===== src/rtl/dma_seq_pkg.sv =====
package dma_seq_pkg;
  typedef enum logic [1:0] {
    SEQ_IDLE  = 2'd0,
    SEQ_READ  = 2'd1,
    SEQ_WRITE = 2'd2
  } seq_state_e;

  localparam int BURST_CODE_W = 2;
  localparam int BURST_CNT_W  = 4;

  // Byte count of a burst from its code: 1, 2, 4 or 8.
  function automatic logic [BURST_CNT_W-1:0] burst_bytes(input logic [BURST_CODE_W-1:0] code);
    return BURST_CNT_W'(1) << code;
  endfunction
endpackage


===== src/rtl/dma_burst_ctr.sv =====
module dma_burst_ctr
  import dma_seq_pkg::*;
(
  input  logic                   clk,
  input  logic                   rst_n,
  input  logic                   clr,
  input  logic                   step,
  input  logic [BURST_CNT_W-1:0] len,
  output logic                   last
);
  logic [BURST_CNT_W-1:0] done_q;

  assign last = (done_q + BURST_CNT_W'(1)) == len;

  always_ff @(posedge clk or negedge rst_n) begin
    if (!rst_n)                      done_q <= '0;
    else if (clr || (step && last))  done_q <= '0;
    else if (step)                   done_q <= done_q + BURST_CNT_W'(1);
  end
endmodule


===== src/rtl/dma_down_ctr.sv =====
module dma_down_ctr #(
  parameter int W = 17
) (
  input  logic         clk,
  input  logic         rst_n,
  input  logic         load,
  input  logic [W-1:0] load_val,
  input  logic         step,
  output logic         last
);
  logic [W-1:0] left_q;

  assign last = left_q == W'(1);

  always_ff @(posedge clk or negedge rst_n) begin
    if (!rst_n)     left_q <= '0;
    else if (load)  left_q <= load_val;
    else if (step)  left_q <= left_q - W'(1);
  end
endmodule


===== src/rtl/dma_chan_seq.sv =====
module dma_chan_seq
  import dma_seq_pkg::*;
#(
  parameter int BLK_W  = 16,
  parameter int RPT_W  = 8,
  parameter int DATA_W = 8
) (
  input  logic                    clk,
  input  logic                    rst_n,
  input  logic                    cfg_we,
  input  logic                    cfg_en,
  input  logic [BURST_CODE_W-1:0] cfg_burst,
  input  logic [BLK_W-1:0]        cfg_block,
  input  logic [RPT_W-1:0]        cfg_repeat,
  input  logic                    cfg_tc_ie,
  input  logic                    cfg_err_ie,
  input  logic                    flag_clr,
  input  logic                    trig_sw,
  input  logic                    trig_per,
  input  logic                    trig_evt,
  output logic                    bus_req,
  output logic                    bus_we,
  output logic [DATA_W-1:0]       bus_wdata,
  input  logic [DATA_W-1:0]       bus_rdata,
  input  logic                    bus_rdy,
  input  logic                    bus_err,
  output logic                    burst_end,
  output logic                    block_end,
  output logic                    txn_end,
  output logic                    ch_active,
  output logic                    tc_flag,
  output logic                    err_flag,
  output logic                    irq
);
  localparam int BLEN_W = BLK_W + 1;
  localparam int RCNT_W = RPT_W + 1;

  // Block length in bytes; a zero field stands for the full 2^BLK_W.
  function automatic logic [BLEN_W-1:0] block_bytes(input logic [BLK_W-1:0] sz);
    if (sz == '0) return BLEN_W'(1) << BLK_W;
    return BLEN_W'(sz);
  endfunction

  // Number of blocks in a transaction.
  function automatic logic [RCNT_W-1:0] block_total(input logic [RPT_W-1:0] rpt);
    return RCNT_W'(rpt) + RCNT_W'(1);
  endfunction

  seq_state_e              state_q, state_nx;
  logic [BURST_CODE_W-1:0] burst_code_q;
  logic [BLEN_W-1:0]       blk_len_q;
  logic [DATA_W-1:0]       data_q;
  logic                    tc_ie_q, err_ie_q, ch_en_q, tc_q, err_q;
  logic                    burst_end_q, block_end_q, txn_end_q;

  // Named internal events
  logic cfg_accept, cfg_clash, trig_any, burst_go, read_done, byte_done;
  logic bus_fault, abort;
  logic burst_last, blk_last, rpt_last, burst_fin, blk_fin, txn_fin;

  assign cfg_accept = cfg_we && !ch_en_q;
  assign cfg_clash  = cfg_we && ch_en_q;
  assign trig_any   = trig_sw || trig_per || trig_evt;
  assign bus_fault  = (state_q != SEQ_IDLE) && bus_err;
  assign abort      = cfg_clash || bus_fault;
  assign burst_go   = (state_q == SEQ_IDLE) && ch_en_q && trig_any && !abort;
  assign read_done  = (state_q == SEQ_READ) && bus_rdy && !abort;
  assign byte_done  = (state_q == SEQ_WRITE) && bus_rdy && !abort;
  assign burst_fin  = byte_done && (burst_last || blk_last);
  assign blk_fin    = byte_done && blk_last;
  assign txn_fin    = blk_fin && rpt_last;

  dma_burst_ctr u_burst (
    .clk   (clk),
    .rst_n (rst_n),
    .clr   (abort || blk_fin || cfg_accept),
    .step  (byte_done),
    .len   (burst_bytes(burst_code_q)),
    .last  (burst_last)
  );

  dma_down_ctr #(.W(BLEN_W)) u_block (
    .clk      (clk),
    .rst_n    (rst_n),
    .load     (cfg_accept || blk_fin),
    .load_val (cfg_accept ? block_bytes(cfg_block) : blk_len_q),
    .step     (byte_done),
    .last     (blk_last)
  );

  dma_down_ctr #(.W(RCNT_W)) u_repeat (
    .clk      (clk),
    .rst_n    (rst_n),
    .load     (cfg_accept),
    .load_val (block_total(cfg_repeat)),
    .step     (blk_fin),
    .last     (rpt_last)
  );

  always_comb begin
    state_nx = state_q;
    unique case (state_q)
      SEQ_IDLE:  if (burst_go)  state_nx = SEQ_READ;
      SEQ_READ:  if (read_done) state_nx = SEQ_WRITE;
      SEQ_WRITE: if (byte_done) state_nx = burst_fin ? SEQ_IDLE : SEQ_READ;
      default:                  state_nx = SEQ_IDLE;
    endcase
    if (abort) state_nx = SEQ_IDLE;
  end

  always_ff @(posedge clk or negedge rst_n) begin
    if (!rst_n) begin
      state_q      <= SEQ_IDLE;
      burst_code_q <= '0;
      blk_len_q    <= '0;
      tc_ie_q      <= 1'b0;
      err_ie_q     <= 1'b0;
      ch_en_q      <= 1'b0;
      data_q       <= '0;
      burst_end_q  <= 1'b0;
      block_end_q  <= 1'b0;
      txn_end_q    <= 1'b0;
      tc_q         <= 1'b0;
      err_q        <= 1'b0;
    end else begin
      state_q <= state_nx;
      if (cfg_accept) begin
        burst_code_q <= cfg_burst;
        blk_len_q    <= block_bytes(cfg_block);
        tc_ie_q      <= cfg_tc_ie;
        err_ie_q     <= cfg_err_ie;
      end
      if (abort || txn_fin) ch_en_q <= 1'b0;
      else if (cfg_accept)  ch_en_q <= cfg_en;
      if (read_done) data_q <= bus_rdata;
      burst_end_q <= burst_fin;
      block_end_q <= blk_fin;
      txn_end_q   <= txn_fin;
      if (txn_fin)       tc_q <= 1'b1;
      else if (flag_clr) tc_q <= 1'b0;
      if (abort)         err_q <= 1'b1;
      else if (flag_clr) err_q <= 1'b0;
    end
  end

  assign bus_req   = state_q != SEQ_IDLE;
  assign bus_we    = state_q == SEQ_WRITE;
  assign bus_wdata = data_q;
  assign burst_end = burst_end_q;
  assign block_end = block_end_q;
  assign txn_end   = txn_end_q;
  assign ch_active = ch_en_q;
  assign tc_flag   = tc_q;
  assign err_flag  = err_q;
  assign irq       = (tc_q && tc_ie_q) || (err_q && err_ie_q);
endmodule


===== config.mk =====
export PLATFORM = sky130hd
export DESIGN_NAME = dma_chan_seq
export DESIGN_NICKNAME = d
export VERILOG_FILES = /design/src/rtl/dma_seq_pkg.sv /design/src/rtl/dma_burst_ctr.sv /design/src/rtl/dma_down_ctr.sv /design/src/rtl/dma_chan_seq.sv
export SDC_FILE = /design/constraint.sdc
export NUM_CORES = 1
export LEC_CHECK = 0
export ABC_AREA = 1
export ABC_CLOCK_PERIOD_IN_PS = 1930
export BUFFER_PORTS_ARGS = -buffer_cell sky130_fd_sc_hd__clkbuf_2
export CORE_MARGIN = 2
export CORE_UTILIZATION = 23
export CTS_BUF_LIST = sky130_fd_sc_hd__clkbuf_16
export DETAILED_ROUTE_END_ITERATION = 8
export SETUP_SLACK_MARGIN = 0.02
export SLEW_MARGIN = 5
export SYNTH_ARGS = -nofsm -noshare
export SYNTH_HDL_FRONTEND = slang
export SYNTH_SLANG_ARGS = --single-unit

===== constraint.sdc =====
create_clock -name clk -period 1.93 [get_ports clk]
set_clock_uncertainty 0.05 [all_clocks]
set_input_delay 0.386 -clock clk [delete_from_list [all_inputs] [get_ports clk]]
set_output_delay 0.386 -clock clk [all_outputs]
set_load 0.1 [all_outputs]

==> key figures, run 1 <==
Worst setup path
  – CP top delay family: buffers and inverters
  – Reg2Reg Setup Slack: about 200 ps
  – Critical path class: reg -> out
  – Critical-path top delay cell: buf_2
  – Critical Path Start Type: flop
  – CP Max Fanout: 4
  – Critical path cell sequence: inv_2 > nor2_4 > buf_2
  – Critical Path AT: 1390 ps
  – WP data required: 1490 ps
  – Worst path max stage delay: between 400 and 500 ps
  – Critical path capture point type: output port
  – Buf+Inv Stages, Crit Path: 2

Placed design
  – Post-detail-place hpwl: 7460 um
  – PortBufs: between 60 and 70
  – Cells after DPL: 810
  – GPL Wtd Cong: 0.849
  – Setup Slack @ Placement: 67.2 ps

Yosys
  – Syn_nets: 568
  – Post-synthesis xor/xnor area fraction: 2.52%
  – Mux contribution to synthesized area: 2.35%
  – Seq cells post-synth: 67
  – Avg Cell Area, Syn: 7.42 um2
  – Synth Cell Area: 3830 um2
  – Post-Synth Adder-Cell Area: 1.96%
  – Synth unique cells: 37
  – Syn Inst Count: 516
  – EDFF count, synth: 0
  – Dominant synthesized flop cell: dfrtp_1
  – Synth Area in Simple Gates: 34.2%
  – Complex-gate fraction of the synthesized area: 7.55%
  – Combinational family with the most area after synthesis: simple AND/OR/NAND/NOR gates
  – Share of synthesized registers carrying an async set or reset: 100%
  – Sequential area share after synthesis: 43.8%
  – Yosys Warn Count: 0

Layout
  – Commonest non-fill, non-tap cell in the layout: nand2_1
  – Commonest non-fill, non-tap cells in the layout: nand2_1, dfrtp_1, inv_1
  – Area Growth Syn to Fin: 27.3%
  – Nets: roughly 650
  – Antenna cells: 0
  – Layout cells sized above 1: about a fifth
  – Finished Layout Cells: 826

STA
  – Setup violators final: 0
  – Setup TNS: 0 ps
  – Final min period: around 1800 ps
  – Worst slew pin tran: between 500 and 600 ps
  – Final worst setup slack: 105 ps
  – Pins over their slew limit: 0
  – WHS: 13.8 ps
  – Fmax achieved: 548 MHz
  – Tcrit/Tclk final: 94.6%
  – RSZ-0062 raised after global routing: true
  – Hold Fails Final Rpt: 0
  – Relative slew slack: a little under two thirds

Global route
  – Busiest grt layer: met2
  – Global-route wire length before repair: ~17000 um
  – GRT met1 Usage: around 17%
  – Largest net degree at the start of global routing: 68
  – GRT met3 Usage: 3.37%
  – Met2 Use GR: a little under a fifth
  – GRT Total Usage: between 10% and 20%
  – Vias in the first global route: 3527
  – Grt ovf: 0
  – Initial antenna violation count: 0

Drt
  – DRT Wirelength: 9880 um
  – DRT iter0 DRCs: approximately 260
  – DRC Markers: 0
  – Via/cell ratio: 4.28
  – Routed len/inst: approximately 12 um
  – Via count: 3532
  – DR pass1 iterations: 4
  – Post-route ant nets: 0

Clock network
  – Maximum root-to-sink buffer count: 2
  – Clock slew at reported path FFs: 60 ps
  – CTS tree: done
  – Clock Latency Late Sink: 340 ps
  – CTS HTree Levels: 3
  – Clock root cell: clkbuf_16
  – # clock sinks: 67
  – Number of buffers created by CTS: 9
  – Setup bufs post-CTS: 0

Floorplanning
  – Initial Utilization: a little under a quarter
  – Core area: 16400 um2
  – Die Ht: 133 um
  – I/O pins: between 60 and 70
  – DIE WIDTH: 133 um
  – Die area: 17700 um2
  – Std-Cell Rows: 47

Flow run
  – Max-cap violations: 0

Power and ir drop
  – IR Drop Worst-Case VDD: 0.855 mV
  – Clock group share of total power: 22.1%
  – Pleak: 2.54 nW
  – Logic gate share of total power: about half
  – Psw: 3.75 mW
  – Int Pwr: 4.25 mW
  – Switching share of power: 46.9%
  – PD cells: 1640 nW/um2
  – Final Total Pwr: 7.99 mW
  – Sequential Power Share: 29.9%

Min path
  – Min-delay worst type: in -> async

Outcome
  – Status: complete, no violations
==> power by group through the flow <==
stage / Combinational, mW / Clock, mW / Sequential [mW]
after floorplan: 2.16 / 0 / 3.11
after global placement: 3.82 / 0 / 2.39
after detailed placement: 3.85 / 0 / 2.40
after CTS: 3.86 / 1.83 / 2.39
after global routing: 4.30 / 1.88 / 2.47
final: 3.84 / 1.76 / 2.39
==> stage by stage <==
step                cell area [um2]  utilization [%]
floorplan                      3840                -
global placement               4550             27.7
detailed placement             4550             27.7
CTS                            4870             29.7
global route                   4870             29.7
finish                         4870             29.7
==> cells in the mapped netlist (2+ instances only) <==
cell type	count	area [um2]
inv_1	59	221
nand2_1	182	683
dfrtp_1	67	1680
nand3_1	52	260
mux2_2	8	90.1
nor2_1	46	173
nand2_4	2	22.5
inv_2	2	7.51
ha_1	6	75.1
o21ai_1	3	15.0
o211ai_1	9	67.6
o21ai_0	23	115
nor3_1	5	25.0
nand4_1	7	43.8
a21boi_0	3	22.5
xor2_1	7	61.3
xnor2_1	4	35.0
a21oi_1	6	30.0
nor2_2	3	18.8
buf_2	2	10.0
clkbuf_1	4	15.0
==> flip-flops by register name, indices dropped and copies added (netlist names) <==
name	cells
u_burst.done_q	4
err_ie_q	1
block_end	1
state_q	2
u_repeat.left_q	9
bus_wdata	8
burst_end	1
err_flag	1
u_block.left_q	17
tc_ie_q	1
ch_active	1
tc_flag	1
txn_end	1
blk_len_q	17
burst_code_q	2
==> layer usage <==
layer  up-vias  wire length, um
li1       1816                -
met1      1612             4930
met2        95             4330
met3         9              525
met4         0               97
met5         -                0
==> area by class of cell <==
class | instances | area (um2)
Clock buffer | 9 | 225
Clock inverter | 7 | 92.6
Fill cell | 1781 | 11500
Inverter | 61 | 229
Multi-Input combinational cell | 378 | 1870
Sequential cell | 67 | 1680
Tap cell | 220 | 275
Timing Repair Buffer | 84 | 500
==> final timing paths <==
| check | from | endpoint | cells past startpoint |
|---|---|---|---|
| min in group clk | flag_clr | tc_flag | 2 |
| min reg2reg | blk_len_q[0] | blk_len_q[0] | 2 |
| max | state_q[1] | bus_we | 3 |
| min | rst_n | tc_ie_q | 2 |
| max in group asynchronous | rst_n | u_block.left_q[2] | 2 |
| max reg2reg | u_block.left_q[4] | u_block.left_q[16] | 9 |
==> logic make-up after synthesis <==
kind of cell               Yosys count
muxes                                8
AOI/OAI and AO/OA                   48
xor gates and xnor gates            11
and+or+nand+nor                    305
buffers and inverters               71
DFF                                 67
adders and majority gates            6
==> repair_timing <==
action,CTS,global route
hold buffers,0,0
gates resized for setup,0,5
setup endpoints to repair,0,9
(Power assumes the default switching activity.)
==> inputs of run 2 (changes only) <==
--- a/config.mk
+++ b/config.mk
@@ -6,9 +6,9 @@
 export NUM_CORES = 1
 export LEC_CHECK = 0
 export ABC_AREA = 1
-export ABC_CLOCK_PERIOD_IN_PS = 1930
+export ABC_CLOCK_PERIOD_IN_PS = 2000
 export BUFFER_PORTS_ARGS = -buffer_cell sky130_fd_sc_hd__clkbuf_2
-export CORE_MARGIN = 2
+export CORE_MARGIN = 3
 export CORE_UTILIZATION = 23
 export CTS_BUF_LIST = sky130_fd_sc_hd__clkbuf_16
 export DETAILED_ROUTE_END_ITERATION = 8
==> constraint.sdc (replaced) <==
create_clock -name clk -period 2 [get_ports clk]
set_clock_uncertainty 0.05 [all_clocks]
set_input_delay 0.4 -clock clk [delete_from_list [all_inputs] [get_ports clk]]
set_output_delay 0.4 -clock clk [all_outputs]
set_load 0.1 [all_outputs]
==> run 2 against run 1 <==
  * Die area increased by 3.0%
  * Design area decreased by 0.41%
  * Clock-buffer cell count unchanged
  * Via count decreased by 2.3%
  * Wire length decreased by 3.3%
  * Setup slack improved by 9.9 ps
  * Combinational power decreased by 7.0%
  * Sequential share of layout area increased by 0.091 points
  * Largest power group unchanged
  * Highest routed layer unchanged
==> key figures, run 2 (synthesis results as in run 1) <==
Outcome
  – Status: complete, no violations (unchanged)

Drt
  – Metal2 WL: 3940 um (was 4330 um)
  – DRT Wirelength: 9560 um (was 9880 um)
  – DRC Markers: 0 (unchanged)
  – Post-route ant nets: 0 (unchanged)
  – Routed len/inst: 11.8 um (was 12.0 um)
  – DR WL met3: 587 um (was 525 um)
  – DR pass1 iterations: 4 (unchanged)
  – Wl on met1: 4940 um (was 4930 um)
  – Via/cell ratio: 4.26 (was 4.28)
  – DRT iter0 DRCs: 171 (was 263)
  – Top sig layer: met4 (unchanged)
  – Via count: 3452 (was 3532)

Floorplanning
  – Initial Utilization: 23.8% (was 23.3%)
  – I/O pins: 63 (unchanged)
  – Die Ht: 135 um (was 133 um)
  – Die area: 18200 um2 (was 17700 um2)
  – Core area: 16100 um2 (was 16400 um2)
  – DIE WIDTH: 135 um (was 133 um)
  – Std-Cell Rows: 46 (was 47)

STA
  – Pins over their slew limit: 0 (unchanged)
  – Tcrit/Tclk final: a little over nine tenths
  – Fmax achieved: 530 MHz
  – Worst slew pin tran: 560 ps (was 547 ps)
  – Relative slew slack: 62.3% (was 63.7%)
  – Setup TNS: 0 ps (unchanged)
  – Hold Fails Final Rpt: 0 (unchanged)
  – Setup violators final: 0 (unchanged)
  – Final min period: between 1500 and 2000 ps
  – WHS: 203 ps (was 13.8 ps)
  – RSZ-0062 raised after global routing: false (was true)

Clock network
  – CTS HTree Levels: 3 (unchanged)
  – Clock root cell: clkbuf_16 (unchanged)
  – # clock sinks: 67 (unchanged)
  – Clock slew at reported path FFs: 60 ps (about the same)
  – Maximum root-to-sink buffer count: 2 (unchanged)
  – CTS tree: done (unchanged)
  – Setup bufs post-CTS: 0 (unchanged)
  – Number of buffers created by CTS: 9 (unchanged)
  – Clock Latency Late Sink: 340 ps (about the same)

Worst setup path
  – Critical path capture point type: output port (unchanged)
  – Critical Path Start Type: flop (unchanged)
  – Critical path class: reg -> out (unchanged)
  – Critical Path AT: 1440 ps (was 1390 ps)
  – CP Max Fanout: 4 (unchanged)
  – WP data required: 1550 ps (was 1490 ps)

Power and ir drop
  – Pleak: 2.51 nW (was 2.54 nW)
  – Sequential Power Share: 29.5% (was 29.9%)
  – IR Drop Worst-Case VDD: 0.851 mV (was 0.855 mV)
  – Int Pwr: 4.26 mW (was 4.25 mW)
  – PD cells: 1610 nW/um2 (was 1640 nW/um2)
  – Logic gate share of total power: 45.6% (was 48.1%)
  – Clock group share of total power: 24.9% (was 22.1%)
  – Switching share of power: 45.7% (was 46.9%)
  – Psw: 3.58 mW (was 3.75 mW)
  – Final Total Pwr: 7.83 mW (was 7.99 mW)

Layout
  – Commonest non-fill, non-tap cell in the layout: nand2_1 (unchanged)
  – FF/Latch Area: 1680 um2 (about the same)
  – Layout cells sized above 1: 19.0% (was 21.0%)
  – Layout fillers: 1741 (was 1781)
  – Commonest non-fill, non-tap cells in the layout: nand2_1, dfrtp_1, clkbuf_2 (was nand2_1, dfrtp_1, inv_1)
  – Multi-input logic area: 1870 um2 (about the same)
  – Largest registers: blk_len_q x17, u_block.left_q x17, u_repeat.left_q x9 (unchanged)
  – Area Growth Syn to Fin: 26.8% (was 27.3%)
  – Antenna cells: 0 (unchanged)
  – Finished Layout Cells: 811 (was 826)
  – Nets: 642 (was 653)

Placed design
  – Cells after DPL: 794 (was 810)
  – GPL Wtd Cong: 0.844 (was 0.849)
  – Post-detail-place hpwl: 7280 um (was 7460 um)
  – PortBufs: 62 (unchanged)

Min path
  – Min-delay worst type: in -> reg (was in -> async)

Global route
  – Vias in the first global route: 3293 (was 3527)
  – Global-route wire length before repair: 16100 um (was 17300 um)
  – Largest net degree at the start of global routing: 42 (was 68)
  – GRT Total Usage: 11.1% (was 12.3%)
  – Initial antenna violation count: 0 (unchanged)
  – Grt ovf: 0 (unchanged)

Flow run
  – Max-cap violations: 0 (unchanged)
==> run 2: changes by cell type in the layout (fill, tap and decap cells not counted), sizes merged <==
| cell | before | now |
|---|---|---|
| buf | 25 | 11 |
| bufinv | 2 | 4 |
| inv | 63 | 61 |
| dlygate4sd3 | 0 | 1 |
| clkbuf | 68 | 70 |
==> run 2: layer usage <==
layer / global-route usage, % / up-vias
met5: 0 / -
met4: 2.86 / 0
met3: 3.73 / 9
li1: - / 1789
met2: 16.1 / 87
met1: 15.9 / 1567
==> run 2: path summary, 6_finish.rpt <==
check	startpoint	cells after the start	slack, ps	endpoint
hold reg to reg	blk_len_q[12]	2	420	blk_len_q[12]
hold / removal	flag_clr	2	200	err_flag
setup reg to reg	ch_active	7	230	u_block.left_q[11]
min in group asynchronous	rst_n	2	420	u_repeat.left_q[4]
max in group asynchronous	rst_n	3	970	blk_len_q[12]
setup / recovery	state_q[0]	2	110	bus_we
==> run 2: through the flow <==
step / worst slack (ps) / instance area (um2) / utilization, %
floorplan: 14.8 / 3830 / -
global placement: 254 / 4480 / 27.8
detailed placement: 198 / 4480 / 27.8
CTS: 94.7 / 4850 / 30.1
global route: 56.6 / 4850 / 30.1
finish: 115 / 4850 / 30.1
==> run 2: worst max-delay path, stage by stage (launching register included) <==
cell      delay (ps)
dfrtp_1          430
nor2_4           180
clkbuf_2         480
==> run 2: final cells by class <==
| class | count | share of cell area [%] |
|---|---|---|
| clock buffers | 9 | 4.64 |
| flip-flops and latches | 67 | 34.6 |
| inverters | 61 | 4.72 |
| well taps | 216 | 5.57 |
| repair buffers | 73 | 9.18 |
| multi-input cells | 378 | 38.5 |
| clock inverters | 7 | 2.89 |
==> run 2: what timing repair did <==
action	in CTS	in global routing
setup endpoints to repair	0	1
hold buffers	1	0
gates resized for setup	0	1
endpoints found under the hold margin	7	0
==> run 2: power groups by stage <==
| stage | clock network (mW) | logic [mW] | registers, mW |
|---|---|---|---|
| after floorplan | 0 | 2.09 | 3.00 |
| after global placement | 0 | 3.57 | 2.32 |
| after detailed placement | 0 | 3.58 | 2.32 |
| after CTS | 2.01 | 3.59 | 2.31 |
| after global routing | 2.06 | 3.99 | 2.40 |
| final | 1.95 | 3.57 | 2.31 |
==> inputs of run 3 (changes only) <==
--- a/config.mk
+++ b/config.mk
@@ -12,8 +12,9 @@
 export CORE_UTILIZATION = 23
 export CTS_BUF_LIST = sky130_fd_sc_hd__clkbuf_16
 export DETAILED_ROUTE_END_ITERATION = 8
+export PLACE_DENSITY = 0.49
+export REMOVE_ABC_BUFFERS = 1
 export SETUP_SLACK_MARGIN = 0.02
-export SLEW_MARGIN = 5
 export SYNTH_ARGS = -nofsm -noshare
 export SYNTH_HDL_FRONTEND = slang
 export SYNTH_SLANG_ARGS = --single-unit
==> run 3 against run 2 <==
  * Clock-buffer cell count unchanged
  * Combinational power decreased by 1%
  * Register-to-register slack about the same
  * Sequential share of layout area increased by 0.40 points
  * Largest power group unchanged
  * Die area unchanged
  * Sequential power about the same
  * Design area decreased by 1.2%
  * First-iteration DRC count increased by 24%
  * Non-clock buffer count increased by 4
==> key figures, run 3 (synthesis results as in run 1) <==
Floorplanning
  – I/O pins: 63 (unchanged)
  – DIE WIDTH: 135 um (unchanged)
  – Std-Cell Rows: 46 (unchanged)
  – Die Ht: 135 um (unchanged)
  – Die area: 18200 um2 (unchanged)
  – Initial Utilization: 23.8% (unchanged)
  – Core area: 16100 um2 (unchanged)

Placed design
  – Cells after DPL: 797 (was 794)
  – PortBufs: 62 (unchanged)
  – Post-detail-place hpwl: 7860 um (was 7280 um)
  – GPL Wtd Cong: 0.876 (was 0.844)
  – Setup Slack @ Placement: 118 ps (was 198 ps)
  – Placed instance area: 4450 um2 (was 4480 um2)

Worst setup path
  – Critical path class: reg -> out (unchanged)
  – Critical Path Start Type: flop (unchanged)
  – Critical path capture point type: output port (unchanged)
  – CP Max Fanout: 4 (unchanged)
  – Critical Path AT: 1450 ps (was 1440 ps)
  – Reg2reg path depth: 8 (was 7)
  – Reg2Reg Setup Slack: 240 ps (was 230 ps)
  – WP data required: 1550 ps (about the same)

Layout
  – Layout fillers: 1766 (was 1741)
  – Largest registers: blk_len_q x17, u_block.left_q x17, u_repeat.left_q x9 (unchanged)
  – Layout cells sized above 1: 18.5% (was 19.0%)
  – Nets: 646 (was 642)
  – Commonest non-fill, non-tap cells in the layout: nand2_1, dfrtp_1, clkbuf_2 (unchanged)
  – Finished Layout Cells: 815 (was 811)
  – Finished Core Util: 29.8% (was 30.1%)
  – Commonest non-fill, non-tap cell in the layout: nand2_1 (unchanged)
  – Antenna cells: 0 (unchanged)
  – Finished Cell Area: 4800 um2 (was 4850 um2)
  – Area Growth Syn to Fin: 25.3% (was 26.8%)

Global route
  – GRT Total Usage: 11.7% (was 11.1%)
  – Vias in the first global route: 3587 (was 3293)
  – Initial antenna violation count: 0 (unchanged)
  – Grt ovf: 0 (unchanged)
  – Largest net degree at the start of global routing: 27 (was 42)
  – Global-route wire length before repair: 17200 um (was 16100 um)

STA
  – Final min period: 1900 ps (was 1890 ps)
  – Tcrit/Tclk final: 95.0% (was 94.3%)
  – Pins over their slew limit: 0 (unchanged)
  – WHS: 232 ps (was 203 ps)
  – Relative slew slack: 63.5% (was 62.3%)
  – Setup violators final: 0 (unchanged)
  – Hold Fails Final Rpt: 0 (unchanged)
  – Final worst setup slack: 100 ps (was 115 ps)
  – Fmax achieved: 526 MHz (was 530 MHz)
  – Worst slew pin tran: 549 ps (was 560 ps)
  – RSZ-0062 raised after global routing: false (unchanged)

Outcome
  – Status: complete, no violations (unchanged)

Power and ir drop
  – Pleak: 2.50 nW (was 2.51 nW)
  – IR Drop Worst-Case VDD: 0.718 mV (was 0.851 mV)
  – PD cells: 1590 nW/um2 (was 1610 nW/um2)

Clock network
  – Clock root cell: clkbuf_16 (unchanged)
  – Clock Latency Late Sink: 330 ps (was 340 ps)
  – # clock sinks: 67 (unchanged)
  – CTS HTree Levels: 3 (unchanged)
  – CTS tree: done (unchanged)
  – Clock slew at reported path FFs: 50 ps (was 60 ps)
  – Number of buffers created by CTS: 9 (unchanged)
  – Maximum root-to-sink buffer count: 2 (unchanged)

Drt
  – Routed len/inst: 12.3 um (was 11.8 um)
  – Via/cell ratio: 4.31 (was 4.26)
  – Post-route ant nets: 0 (unchanged)
  – DRT Wirelength: 10000 um (was 9560 um)
  – DRT iter0 DRCs: 212 (was 171)
  – Via count: 3511 (was 3452)
  – DR pass1 iterations: 5 (was 4)
  – DRC Markers: 0 (unchanged)

Min path
  – Worst hold stages: 3 (was 2)
  – Min-delay worst type: in -> reg (unchanged)

Flow run
  – Max-cap violations: 0 (unchanged)
run 3: worst paths after layout:
check / startpoint / end
min in group asynchronous: rst_n / state_q[1]
min: cfg_tc_ie / tc_ie_q
max: state_q[0] / bus_we
max in group asynchronous: rst_n / blk_len_q[2]
min reg2reg: err_ie_q / err_ie_q
max reg2reg: u_block.left_q[10] / u_repeat.left_q[1]
run 3: metal layers:
layer / vias to the layer above / part of all wire (%) / wire length, um / track usage (%)
met5: - / 0 / 0 / 0
met4: 0 / 1.3 / 131 / 3.42
met3: 13 / 4.3 / 434 / 3.06
met2: 60 / 50 / 5030 / 20.4
met1: 1642 / 44 / 4440 / 14.4
li1: 1796 / - / - / -
run 3: repair_timing:
| action | CTS | global route |
|---|---|---|
| hold endpoints to repair | 16 | 0 |
| endpoints found under the setup margin | 0 | 1 |
| buffers inserted | 0 | 1 |
| hold buffers | 1 | 0 |
| gates resized for setup | 0 | 0 |
run 3: stage by stage:
stage / power (mW) / TNS, ps
global placement: 5.86 / 0
floorplan: 5.01 / -19140
CTS: 7.72 / 0
global route: 8.25 / 0
detailed placement: 5.90 / 0
finish: 7.63 / 0
run 3: cell type report:
cell class | count | area [um2] | share of cell area [%]
Multi-Input combinational cell | 378 | 1860 | 38.8
Sequential cell | 67 | 1680 | 35.0
Timing Repair Buffer | 77 | 428 | 8.92
Tap cell | 216 | 270 | 5.64
Inverter | 61 | 229 | 4.77
Clock buffer | 9 | 225 | 4.70
Clock inverter | 7 | 106 | 2.22
run 3: power by group:
group	leakage [nW]	internal, mW	total (mW)	switching [mW]
Combinational	1.50	0.981	3.53	2.55
Clock	0.162	1.20	1.78	0.575
Sequential	0.841	1.92	2.32	0.401
Total	2.50	4.10	7.63	3.53
run 3: critical path: stages, from the launching register on:
cell and delay [ps]:
dfrtp_1 440, nor2_4 190, clkbuf_2 490
